[src/rtl/dual_edge_interleaver.sv]
`timescale 1ns/1ps
module dual_edge_interleaver #(
  parameter int W = 8,
  parameter int N = 100,
  localparam int CW = $clog2(N),
  localparam int RW = $clog2(2*N)
) (
  input  logic          clk,
  input  logic          rst,
  input  logic [W-1:0]  din,
  input  logic [RW-1:0] rd_idx,
  output logic [W-1:0]  rd_data,
  output logic          frame_done
);

  logic [W-1:0]  rise_mem [N];
  logic [W-1:0]  fall_mem [N];
  logic [CW-1:0] cnt;
  logic [CW-1:0] last_slot;

  wire last = (cnt == CW'(N-1));

  always_ff @(posedge clk) begin
    if (rst) begin
      cnt        <= '0;
      last_slot  <= '0;
      frame_done <= 1'b0;
      for (int k = 0; k < N; k++) rise_mem[k] <= '0;
    end else begin
      rise_mem[cnt] <= din;
      last_slot     <= cnt;
      cnt           <= last ? '0 : cnt + 1'b1;
      frame_done    <= (last_slot == CW'(N-1));
    end
  end

  always_ff @(negedge clk) begin
    if (rst) begin
      for (int k = 0; k < N; k++) fall_mem[k] <= '0;
    end else begin
      fall_mem[last_slot] <= din;
    end
  end

  wire [CW-1:0] slot     = rd_idx[RW-1:1];
  wire          in_range = (rd_idx < RW'(2*N));

  assign rd_data = !in_range ? '0 :
                   rd_idx[0] ? fall_mem[slot] : rise_mem[slot];

endmodule

[config.mk]
export PLATFORM = sky130hd
export DESIGN_NAME = dual_edge_interleaver
export DESIGN_NICKNAME = d
export VERILOG_FILES = /design/src/rtl/dual_edge_interleaver.sv
export SDC_FILE = /design/constraint.sdc
export NUM_CORES = 2
export LEC_CHECK = 0
export BUFFER_PORTS_ARGS = -buffer_cell sky130_fd_sc_hd__buf_4
export CAP_MARGIN = 20
export CORE_AREA = 4 4 587 415
export CTS_CLUSTER_SIZE = 8
export DETAILED_ROUTE_END_ITERATION = 10
export DIE_AREA = 0 0 591 419
export GPL_TIMING_DRIVEN = 0
export HOLD_SLACK_MARGIN = 0.03
export PLACE_DENSITY_LB_ADDON = 0.25
export SLEW_MARGIN = 15
export SYNTH_ARGS = -nofsm -noshare
export SYNTH_HDL_FRONTEND = slang
export SYNTH_SLANG_ARGS = --single-unit
[constraint.sdc]
create_clock -name clk -period 3.1 [get_ports clk]
set_input_delay 0.31 -clock clk [delete_from_list [all_inputs] [get_ports clk]]
set_output_delay 0.31 -clock clk [all_outputs]
set_load 0.02 [all_outputs]
=== Word-level counts from Yosys, hierarchy flattened ===
Memory sizes are Yosys's and may differ from the RTL's.
Cells that the tools add are included.

* Input port bits: 18
* Memories: 2
* Memory bits (writable): 1600
* Bits in latches: 0
* Memory bits (read-only): 0
* Word-level logic and storage cells: 23
* Register bits: 15

{| class="wikitable"
|+ Memory list
! name !! words !! width !! read ports !! clocked after memory_dff !! write ports !! line !! source
|-
| fall_mem || 100 || 8 || 1 || 0 || 100 || 17 || <nowiki>logic [W-1:0] fall_mem [N];</nowiki>
|-
| rise_mem || 100 || 8 || 1 || 0 || 100 || 16 || <nowiki>logic [W-1:0] rise_mem [N];</nowiki>
|}

* Reduce and logical (&&, ||, !) cells: 3
* Muxes and demuxes: 11
* Eq/ne operators: 2
* $mul: 0
* Magnitude comparators: 1
* Shift-type cells: 0
* Add/subtract/negate cells: 1
* Divide/modulo/power cells: 0
* Bitwise gates (word level): 0

{| class="wikitable"
|+ Operators with widths
! kind !! number
|-
| 8-bit 2-to-1 mux || 4
|-
| 8-bit OR reduction || 2
|-
| 7-bit equality test (second input constant) || 2
|-
| 7-bit 2-to-1 mux || 2
|-
| 8-bit < comparator (second input constant) || 1
|-
| 7-bit by 1-bit adder with 7-bit output (second input constant) || 1
|-
| 1-bit 2-to-1 mux || 5
|-
| 2-bit OR reduction || 1
|}

=== Logic depth before layout (Yosys ltp) ===
* Depth in word-level cells: 3
* Mapped depth: 13
* Mapped depth without buffers: 7

==> key figures <==
Synthesis
  • Synth unique cells: 67
  • FF+latch count, synth: 1855
  • Asr flop ratio synth: 0
  • Syn Inst Count: 5521
  • Top_reg_cell synth: edfxtp_1
  • Avg Inst Size Synth: 15.4 um2
  • Mapped cell area: 85300 um2
  • Yosys warns: 0
  • Number of flops mapped to enable cells by yosys: 1840
  • Sequential-to-total area share from yosys stat: 0.651
  • Post-synth net total: approximately 5500

Worst setup path
  • CP peak stage delay: 0.99 ns
  • Delay-heaviest family, CP: buffers and inverters
  • Nature of the critical path endpoint: output port
  • CP bufs+invs: 6
  • Cell breakdown of the critical path: buf_4 > buf_2 > buf_2 > buf_4 > buf_4 > mux4_2 > a22oi_1 > a221oi_1 > nor3_2 > o32ai_4 > buf_6
  • CP max-delay cell: a221oi_1
  • Crit Path Category: in -> out
  • Crit Path Max Fanout: 14
  • Most used cell along the critical path: buf_4
  • CP Launch Type: input port
  • Worst EP required: 2.79 ns
  • Critical path arrival: 5.31 ns

Timing
  • Tcrit/Tclk final: 1.81
  • Period minus WS final: 5.62 ns
  • PnR worst setup slack: -2.52 ns
  • Clk_skew: 0.0634 ns
  • Min Hold Slack: 0.101 ns
  • Least-Margin Pin Slew: 1.35 ns
  • Final setup fails: 2632
  • Final Hold Vio Count: 0
  • Setup TNS: -771.21 ns
  • Unrepaired setup endpoints after global routing: yes
  • Slew Limit Fails: 0
  • Normalized max-slew margin: 0.0982
  • Max Freq: 178 MHz

Drt
  • Pre-Repair DR Iteration Count: 7
  • Post-Route WL: 414 mm
  • Number of DRC markers in iteration 0: 11890
  • Vias/cell: 6.16
  • Final ANT Viol Nets: 0
  • DRC Markers: 0
  • Drt wl/cell: 40.3 um
  • Routed via count: between 60000 and 70000

Power
  • Internal cell power: 48.3 mW
  • Leak pwr: 42.0 nW
  • PwrDens: 628 nW/um2
  • Sw Share: 0.286
  • Share of power burned in registers: 0.424
  • Clk pwr share: 0.484
  • Power Total: 67.7 mW
  • Maximum vdd drop: 0.429 mV
  • Combinational Power Share: 0.092
  • Sw power: 19.4 mW

Global routing
  • Remaining global-route overflow: 0
  • All-Layer GR Usage: 0.322
  • First-pass GRT wire length: around 530 mm
  • Initial antenna violation count: 44
  • Largest net degree at the start of global routing: 59
  • Vias in the first global route: 58676

Placed design
  • Pre-CTS WS: -3.12 ns
  • Post-Place Cells: between 8000 and 9000
  • Placer congestion estimate: 1.01
  • I/O Buffers: 20
  • Post-DP HPWL: 280 mm

Layout
  • Share of cells above drive strength 1: 0.232
  • Post-route insts no fill: roughly 10000
  • Area Growth Syn to Fin: 26.4%
  • Multi-input gate area: 30200 um2
  • Final Net Count: 7008
  • Fillers: between 20000 and 25000
  • Storage element area: 55600 um2

Status
  • Failing checks: setup timing
  • Status: complete, but fails checks

Run
  • Max Cap Viol: 0

Clocking
  • CTS H-tree lvls: 5
  • CTS Buffer Depth: 4
  • TritonCTS clock tree: done
  • Num CTS Buffers: around 270
  • Clock Tree Root: clkbuf_16
  • Clock-pin slew on the worst setup and hold paths: 0.05 ns
  • Worst-Skew Late Latency: ~0.86 ns
  • Clock Sinks: 1855

Hold path
  • Min-delay worst type: in -> reg

Floorplanning
  • Die H: 419 um
  • Row count: 150
  • Die extent in x: 591 um
  • Num ports: 27
  • Initial Utilization: 0.359
  • Core Area: between 200000 and 250000 um2
  • Die area: 248000 um2
## layer usage
layer / up-vias / part of all wire / GRT usage
li1: 23615 / - / -
met1: 32551 / 0.38 / 0.445
met2: 5962 / 0.38 / 0.403
met3: 1137 / 0.19 / 0.184
met4: 28 / 0.051 / 0.140
met5: - / 0.0018 / 0.000585
## cell usage after synthesis (3+ instances only)
cell	count	area [um2]
o21bai_1	109	818
inv_1	8	30.0
nor2_1	313	1170
o22ai_1	26	163
a31oi_1	9	56.3
nand2b_1	22	138
and3_1	6	37.5
buf_6	19	214
mux2i_1	140	1400
nand2_1	88	330
edfxtp_1	1840	55300
nor2b_1	29	181
nand3b_1	4	30.0
nand3_1	30	150
dfxtp_1	15	300
a22oi_1	34	255
a21oi_1	53	265
a311oi_1	3	26.3
o21ai_0	33	165
and2_1	1605	10000
o21ai_1	5	25.0
buf_8	7	105
a22o_1	4	35.0
buf_12	16	320
a211oi_1	16	120
nor4_1	6	37.5
nand4_1	4	25.0
mux2_2	3	33.8
a221oi_1	22	193
a2111oi_0	4	35.0
o41ai_1	5	43.8
mux4_1	54	1420
o221ai_1	27	236
nor3_1	27	135
nor3b_1	3	22.5
mux4_2	387	8720
a21o_1	92	691
buf_1	20	75.1
or2_2	7	43.8
o211ai_1	7	52.6
xor2_1	3	26.3
buf_2	57	285
clkbuf_1	311	1170
buf_4	20	150
## power by group through the flow
stage / Clock (mW) / Sequential (mW) / Combinational [mW]
after floorplan: 1.72 / 28.9 / 2.47
after global placement: 1.72 / 29.0 / 5.33
after detailed placement: 1.72 / 29.1 / 5.45
after CTS: 32.6 / 28.7 / 5.62
after global routing: 34.9 / 28.7 / 6.06
final: 32.8 / 28.7 / 6.22
## worst paths after layout
kind | slack, ns | startpoint | cells after the start | to
min | 0.10 | din[6] | 1 | rise_mem[126][6]
min reg2reg | 0.63 | cnt[0] | 3 | cnt[1]
max | -2.52 | rd_idx[2] | 11 | rd_data[2]
max reg2reg | -0.63 | last_slot[0] | 9 | fall_mem[82][7]
## registers in the layout, indices dropped and copies added (netlist names)
name	count
last_slot	7
frame_done	1
rise_mem	936
fall_mem	904
cnt	7
## cells by family after synthesis
kind of cell,count (synthesis),share of synthesized area
AO/OA/AOI/OAI,465,0.0392
XOR/XNOR,4,0.000411
adder cells (fa/ha/maj),1,0.000147
buffers and inverters,459,0.0276
flip-flops,1855,0.651
multiplexers,584,0.136
AND/OR/NAND/NOR,2153,0.146
## worst reg2reg max path: stages, from the launching register on
cell	delay [ns]
dfxtp_4	0.40
buf_6	0.15
buf_6	0.11
nor3b_4	0.31
nand2b_1	0.17
buf_12	0.18
buf_12	0.14
buf_8	0.13
nor2_4	0.28
and2_1	0.18
## through the flow
stage	cell area, um2	utilization
6_report	108000	0.453
5_1_grt	108000	0.453
4_1_cts	104000	0.436
3_5_place_dp	91500	0.385
3_3_place_gp	90600	0.381
2_1_floorplan	86500	-
## layout make-up
cell class              count  share of cell area
well taps                3192              0.0370
plain buffers             442              0.0285
inverters                   7            0.000279
flip-flops and latches   1855               0.516
repair buffers            298              0.0368
clock buffers             310              0.0670
diodes                     37            0.000859
clock inverters           924              0.0339
multi-input cells        3208               0.280
## cell usage in the layout (no fill, tap or decap), types with 46 or more instances in the layout
cell	count
mux4_2	395
o21bai_4	48
clkbuf_16	296
and2_4	62
edfxtp_1	1840
nand2_1	78
o21bai_1	60
buf_4	146
buf_12	119
a21o_4	51
clkbuf_1	216
inv_1	911
and2_1	1545
nor2_1	184
clkbuf_2	70
buf_6	103
mux4_1	46
nor2_4	122
a21oi_1	49
mux2i_1	140
## what timing repair did
action / CTS / global route
setup buffers: 32 / 192
resized for setup: 212 / 529
hold endpoints to repair: 80 / 28
cloned: 0 / 12
pin swaps: 34 / 137
hold buffers: 4 / 1
setup endpoints to repair: 2107 / 2653
Note: power is estimated with default switching activity, not from simulation.
